### config.mk
export PLATFORM = sky130hd
export DESIGN_NAME = host_irq_aggregator
export DESIGN_NICKNAME = d
export VERILOG_FILES = /design/src/rtl/irq_agg_pkg.sv /design/src/rtl/irq_bus_decode.sv /design/src/rtl/irq_mask_reg.sv /design/src/rtl/irq_status_reg.sv /design/src/rtl/host_irq_aggregator.sv
export SDC_FILE = /design/constraint.sdc
export NUM_CORES = 1
export LEC_CHECK = 0
export ABC_AREA = 1
export BUFFER_PORTS_ARGS = -buffer_cell sky130_fd_sc_hd__buf_2
export CAP_MARGIN = 20
export CORE_ASPECT_RATIO = 1.75
export CORE_MARGIN = 1.5
export CORE_UTILIZATION = 25
export DETAILED_ROUTE_END_ITERATION = 12
export MAX_ROUTING_LAYER = met4
export PLACE_DENSITY = 0.45
export SLEW_MARGIN = 0
export SYNTH_ARGS = -nofsm -noshare
export SYNTH_HDL_FRONTEND = slang
export SYNTH_HIERARCHICAL = 1
export SYNTH_SLANG_ARGS = --single-unit
### constraint.sdc
create_clock -name clk -period 1.49 [get_ports clk]
set_input_delay 0.298 -clock clk [delete_from_list [all_inputs] [get_ports clk]]
set_output_delay 0.298 -clock clk [all_outputs]
set_load 0.05 [all_outputs]
### src/rtl/irq_agg_pkg.sv
package irq_agg_pkg;
  localparam int unsigned OFS_MASK  = 'h00;
  localparam int unsigned OFS_MSET  = 'h04;
  localparam int unsigned OFS_MCLR  = 'h08;
  localparam int unsigned OFS_STND  = 'h0C;
  localparam int unsigned OFS_ACK   = 'h14;
  localparam int unsigned OFS_STCOR = 'h1C;

  typedef enum logic [2:0] {
    SEL_NONE,
    SEL_MASK,
    SEL_MSET,
    SEL_MCLR,
    SEL_STND,
    SEL_ACK,
    SEL_STCOR
  } reg_sel_e;
endpackage

### src/rtl/irq_bus_decode.sv
module irq_bus_decode
  import irq_agg_pkg::*;
#(
  parameter int ADDR_W = 5
) (
  input  logic [ADDR_W-1:0] addr,
  output reg_sel_e          sel
);
  always_comb begin
    if (addr == ADDR_W'(OFS_MASK))       sel = SEL_MASK;
    else if (addr == ADDR_W'(OFS_MSET))  sel = SEL_MSET;
    else if (addr == ADDR_W'(OFS_MCLR))  sel = SEL_MCLR;
    else if (addr == ADDR_W'(OFS_STND))  sel = SEL_STND;
    else if (addr == ADDR_W'(OFS_ACK))   sel = SEL_ACK;
    else if (addr == ADDR_W'(OFS_STCOR)) sel = SEL_STCOR;
    else                                 sel = SEL_NONE;
  end
endmodule

### src/rtl/irq_mask_reg.sv
module irq_mask_reg
  import irq_agg_pkg::*;
#(
  parameter int          NUM_SRC  = 16,
  parameter logic [15:0] MASK_RST = 16'h0001
) (
  input  logic               clk,
  input  logic               rst_n,
  input  logic               wr_en,
  input  reg_sel_e           sel,
  input  logic [NUM_SRC-1:0] wdata,
  output logic [NUM_SRC-1:0] mask_q
);
  logic [NUM_SRC-1:0] mask_d;
  logic               mask_ce;

  always_comb begin
    mask_d  = mask_q;
    mask_ce = 1'b0;
    if (wr_en) begin
      unique case (sel)
        SEL_MASK: begin mask_d = wdata;            mask_ce = 1'b1; end
        SEL_MSET: begin mask_d = mask_q | wdata;   mask_ce = 1'b1; end
        SEL_MCLR: begin mask_d = mask_q & ~wdata;  mask_ce = 1'b1; end
        default:  begin mask_d = mask_q;           mask_ce = 1'b0; end
      endcase
    end
  end

  always_ff @(posedge clk or negedge rst_n) begin
    if (!rst_n)       mask_q <= NUM_SRC'(MASK_RST);
    else if (mask_ce) mask_q <= mask_d;
  end

  // ones are set, zeros leave their mask bits alone
  a_r3_set_alias: assert property (@(posedge clk) disable iff (!rst_n)
    (wr_en && sel == SEL_MSET) |=>
      ((mask_q & $past(wdata)) == $past(wdata)) &&
      ((mask_q & ~$past(wdata)) == ($past(mask_q) & ~$past(wdata))));

  // ones are cleared, zeros leave their mask bits alone
  a_r4_clr_alias: assert property (@(posedge clk) disable iff (!rst_n)
    (wr_en && sel == SEL_MCLR) |=>
      ((mask_q & $past(wdata)) == '0) &&
      ((mask_q & ~$past(wdata)) == ($past(mask_q) & ~$past(wdata))));

  // writes elsewhere leave the mask unchanged
  a_r10_mask_hold: assert property (@(posedge clk) disable iff (!rst_n)
    !(wr_en && (sel == SEL_MASK || sel == SEL_MSET || sel == SEL_MCLR)) |=> $stable(mask_q));
endmodule

### src/rtl/irq_status_reg.sv
module irq_status_reg #(
  parameter int NUM_SRC = 16
) (
  input  logic               clk,
  input  logic               rst_n,
  input  logic [NUM_SRC-1:0] evt,
  input  logic               clr_all,
  input  logic               ack_en,
  input  logic [NUM_SRC-1:0] ack_bits,
  output logic [NUM_SRC-1:0] status_q
);
  logic [NUM_SRC-1:0] clr_vec;
  logic [NUM_SRC-1:0] status_d;

  always_comb begin
    if (clr_all)     clr_vec = '1;
    else if (ack_en) clr_vec = ack_bits;
    else             clr_vec = '0;
    status_d = (status_q & ~clr_vec) | evt;
  end

  always_ff @(posedge clk or negedge rst_n) begin
    if (!rst_n) status_q <= '0;
    else        status_q <= status_d;
  end

  // a fresh event always lands, whatever clear happens at the same edge
  a_r8_event_wins: assert property (@(posedge clk) disable iff (!rst_n)
    (|evt) |=> ((status_q & $past(evt)) == $past(evt)));

  // clear-on-read with no new event leaves nothing set
  a_r6_cor_empties: assert property (@(posedge clk) disable iff (!rst_n)
    (clr_all && evt == '0) |=> (status_q == '0));

  // with no event and no clear the status holds
  a_r5_status_hold: assert property (@(posedge clk) disable iff (!rst_n)
    (!clr_all && !ack_en && evt == '0) |=> $stable(status_q));

  // acknowledge clears exactly the bits written as one, absent events
  a_r7_ack_bits: assert property (@(posedge clk) disable iff (!rst_n)
    (ack_en && !clr_all && evt == '0) |=>
      (status_q == ($past(status_q) & ~$past(ack_bits))));
endmodule

### src/rtl/host_irq_aggregator.sv
module host_irq_aggregator
  import irq_agg_pkg::*;
#(
  parameter int          NUM_SRC  = 16,
  parameter int          DATA_W   = 32,
  parameter int          ADDR_W   = 5,
  parameter logic [15:0] MASK_RST = 16'h0001
) (
  input  logic               clk,
  input  logic               rst_n,
  input  logic [NUM_SRC-1:0] evt_pulse,
  input  logic               bus_wr,
  input  logic               bus_rd,
  input  logic [ADDR_W-1:0]  bus_addr,
  input  logic [DATA_W-1:0]  bus_wdata,
  output logic [DATA_W-1:0]  bus_rdata,
  output logic               host_irq
);
  localparam int PAD_W = DATA_W - NUM_SRC;

  // reset: asserted at once, released through two flops
  logic rst_meta, rst_s;
  always_ff @(posedge clk or negedge rst_n) begin
    if (!rst_n) begin
      rst_meta <= 1'b0;
      rst_s    <= 1'b0;
    end else begin
      rst_meta <= 1'b1;
      rst_s    <= rst_meta;
    end
  end

  reg_sel_e           sel;
  logic [NUM_SRC-1:0] mask_q;
  logic [NUM_SRC-1:0] status_q;
  logic [NUM_SRC-1:0] wdata_lo;
  logic               cor_rd;
  logic               ack_wr;
  logic [DATA_W-1:0]  rd_val;
  logic [DATA_W-1:0]  rdata_q;
  logic               irq_d, irq_q;

  assign wdata_lo = bus_wdata[NUM_SRC-1:0];

  generate
    if (PAD_W > 0) begin : g_pad
      logic unused_hi;
      assign unused_hi = ^bus_wdata[DATA_W-1:NUM_SRC];
    end
  endgenerate

  irq_bus_decode #(.ADDR_W(ADDR_W)) u_dec (
    .addr (bus_addr),
    .sel  (sel)
  );

  irq_mask_reg #(.NUM_SRC(NUM_SRC), .MASK_RST(MASK_RST)) u_mask (
    .clk    (clk),
    .rst_n  (rst_s),
    .wr_en  (bus_wr),
    .sel    (sel),
    .wdata  (wdata_lo),
    .mask_q (mask_q)
  );

  assign cor_rd = bus_rd && (sel == SEL_STCOR);
  assign ack_wr = bus_wr && (sel == SEL_ACK);

  irq_status_reg #(.NUM_SRC(NUM_SRC)) u_stat (
    .clk      (clk),
    .rst_n    (rst_s),
    .evt      (evt_pulse),
    .clr_all  (cor_rd),
    .ack_en   (ack_wr),
    .ack_bits (wdata_lo),
    .status_q (status_q)
  );

  always_comb begin
    unique case (sel)
      SEL_MASK:            rd_val = DATA_W'(mask_q);
      SEL_STND, SEL_STCOR: rd_val = DATA_W'(status_q);
      default:             rd_val = '0;
    endcase
    irq_d = |(status_q & ~mask_q);
  end

  always_ff @(posedge clk or negedge rst_s) begin
    if (!rst_s) begin
      rdata_q <= '0;
      irq_q   <= 1'b0;
    end else begin
      if (bus_rd) rdata_q <= rd_val;
      irq_q <= irq_d;
    end
  end

  assign bus_rdata = rdata_q;
  assign host_irq  = irq_q;

  // the line follows the previous cycle's unmasked status
  a_r9_irq_level: assert property (@(posedge clk) disable iff (!rst_s)
    1'b1 |=> (host_irq == |($past(status_q) & ~$past(mask_q))));

  // clear-on-read returns the pre-access status
  a_r6_cor_value: assert property (@(posedge clk) disable iff (!rst_s)
    cor_rd |=> (bus_rdata == DATA_W'($past(status_q))));

  // write-only and unmapped offsets read as zero
  a_r10_wo_zero: assert property (@(posedge clk) disable iff (!rst_s)
    (bus_rd && (sel == SEL_MSET || sel == SEL_MCLR || sel == SEL_ACK || sel == SEL_NONE))
      |=> (bus_rdata == '0));

  // read data holds between reads
  a_r5_rdata_hold: assert property (@(posedge clk) disable iff (!rst_s)
    !bus_rd |=> $stable(bus_rdata));
endmodule

==> results.json <==
{
  "grt_pass1_vias": 2717,
  "powerDensity_nw_per_um2": 971,
  "final_common_cell": "nand2_1",
  "worst_setup_path_start_kind": "input port",
  "drc": 0,
  "status": "finished, final reports clean",
  "worst_pin_slew_ps": 545,
  "cts_buffer_depth": 2,
  "skew_ps": 11.7,
  "critPathRequiredTime_ps": 1680,
  "clk_pin_slew_ps": 80,
  "synth_area_um2": 3080,
  "viasPerCell": 4.02,
  "io_buffers": 57,
  "peakVddDrop_mv": 0.426,
  "grt_first_pass_wirelength_um": 13100,
  "crit_path_max_fanout": 6,
  "firstDrtPassIters": 6,
  "fill_cells": 1339,
  "die_w_um": 86.9,
  "clockRootBuffer": "clkbuf_16",
  "worstSkewPairLatency_ps": 300,
  "wire_per_inst_um": 11.9,
  "antenna_cells": 0,
  "slew_headroom_pct": 63.7,
  "yosysSeqAreaShare_pct": 41.5,
  "via_count": 2615,
  "worstPathArrival_ps": 1480,
  "multi_input_area_um2": 1380,
  "final_cell_area_um2": 3840,
  "wl_um": 7750,
  "grt_max_degree": 33,
  "final_cell_mix": "nand2_1 (153), inv_1 (60), buf_2 (57), dfrtp_1 (49), nand3_1 (22)",
  "place_area_um2": 3680,
  "post_cts_resized": 0,
  "die_area_um2": 13000,
  "h-tree-depth": 2,
  "slew_violations": 0,
  "rsz0062_at_grt": "no",
  "dp_cells": 641,
  "avgSynthCellArea_um2": 7.52,
  "antenna_found_initial": 0,
  "cts_tree": "done",
  "ys_ff_latch": 51,
  "place.gp.congestion": 0.734,
  "numCtsBuffers": 5,
  "die_h_um": 150,
  "synth_cell_types": 25,
  "finalSetupTns_ps": 0,
  "drv_cap": 0,
  "setup_viol": 0,
  "min_period_ps": 1300,
  "path_class": "in2reg",
  "drive_gt1_share_pct": 28.5,
  "globalRoute.totalOverflow": 0,
  "final_cells": 650,
  "rows": 53,
  "nNetsFinal": 541,
  "clock_sinks": 51,
  "end_kind": "flip-flop",
  "yosys_warnings": 6,
  "initial_utilization_pct": 25.7,
  "ff_latch_area_um2": 1280,
  "core_um2": 12000,
  "hold_path_class": "in2reg",
  "antenna_left": 0,
  "dpl.hpwl_um": 5970,
  "grtUsageTotal_pct": 13.6,
  "syn_inst": 410,
  "finalCritPeriodShare_pct": 87.1,
  "area_growth_pct": 24.5,
  "io_pins": 90,
  "hold_viol": 0,
  "static-leakage-power_uw": 0.00208,
  "fmax_ghz": 0.771,
  "drtIter0Drc": 126
}
[cell usage after synthesis, drive strengths merged]
cell type / n / area [um^2]
a21oi: 17 / 123
dfstp: 1 / 26.3
o21ai: 1 / 8.76
nand4: 1 / 6.26
nor2: 26 / 139
nand2: 166 / 656
buf: 30 / 254
nand3: 34 / 230
inv: 63 / 236
dfrtp: 50 / 1250
nand3b: 16 / 120
clkbuf: 2 / 17.5
conb: 2 / 7.51
and3: 1 / 6.26
[cell families (layout without fill, tap and decap cells)]
kind of cell | Yosys count | after routing | synth area share [%]
simple gates | 244 | 244 | 37.6
buf+inv | 95 | 155 | 16.5
flops | 51 | 51 | 41.5
compound gates | 18 | 18 | 4.26
other cells | 2 | 17 | 0.244
[worst max-delay path, cell delays in order]
cell	delay (ps)
buf_2	120
nor2_4	120
nand2_2	100
o21ai_4	190
nand2_2	80
nor2_1	170
buf_4	220
nand2_2	60
nand3_2	60
nand2_1	50
[power by group]
part           internal (uW)  total, uW  switching [uW]  leakage (uW)
Clock                    621       1180             559     0.0000658
Sequential              1550       1680             129      0.000567
Combinational            280        863             583       0.00145
Total                   2450       3720            1270       0.00208
[worst paths after layout]
| path | start | slack (ps) | endpoint | cells past startpoint |
|---|---|---|---|---|
| min | evt_pulse[4] | 170 | u_stat/status_q[4] | 3 |
| min in group asynchronous | rst_s | 250 | u_stat/status_q[5] | 0 |
| max in group asynchronous | rst_s | 720 | u_mask/mask_q[1] | 1 |
| max | bus_addr[0] | 190 | u_stat/status_q[9] | 10 |
| max reg2reg | u_mask/mask_q[0] | 360 | host_irq | 5 |
| min reg2reg | rst_s | 250 | u_stat/status_q[5] | 0 |
[repair_timing]
| action | CTS | global route |
|---|---|---|
| hold buffers | 1 | 0 |
| setup buffers | 0 | 0 |
| hold endpoints to repair | 2 | 0 |
[stage by stage]
stage / util (%) / hold WS, ps / power (uW) / setup WS, ps
after floorplan: - / 2.41 / 2340 / -161
after detailed placement: 30.7 / 84.4 / 2590 / -149
after CTS: 32.0 / 162 / 3790 / 173
after global routing: 32.0 / 176 / 3960 / 43.4
final: 32.0 / 168 / 3720 / 193
after global placement: 30.7 / 82.8 / 2570 / -118
[final cells by class]
class	instances	share of cell area, %
Clock buffer	5	3.26
Clock inverter	3	0.522
Inverter	63	6.23
Multi-Input combinational cell	279	35.9
Sequential cell	51	33.3
Tap cell	165	5.38
Timing Repair Buffer	84	15.4
[layer usage]
layer / part of all wire, % / track usage, % / vias up
li1: - / - / 1342
met1: 40 / 14.3 / 1196
met2: 54 / 24.5 / 65
met3: 3.9 / 1.77 / 12
met4: 2.7 / 6.77 / 0
met5: 0 / - / -
[flip-flops by register name, summed over array words and instances, names as in the netlist]
| register | cells |
|---|---|
| host_irq | 1 |
| u_stat/status_q | 16 |
| bus_rdata | 16 |
| rst_s | 1 |
| rst_meta | 1 |
| u_mask/mask_q | 16 |
(Power assumes the default switching activity.)
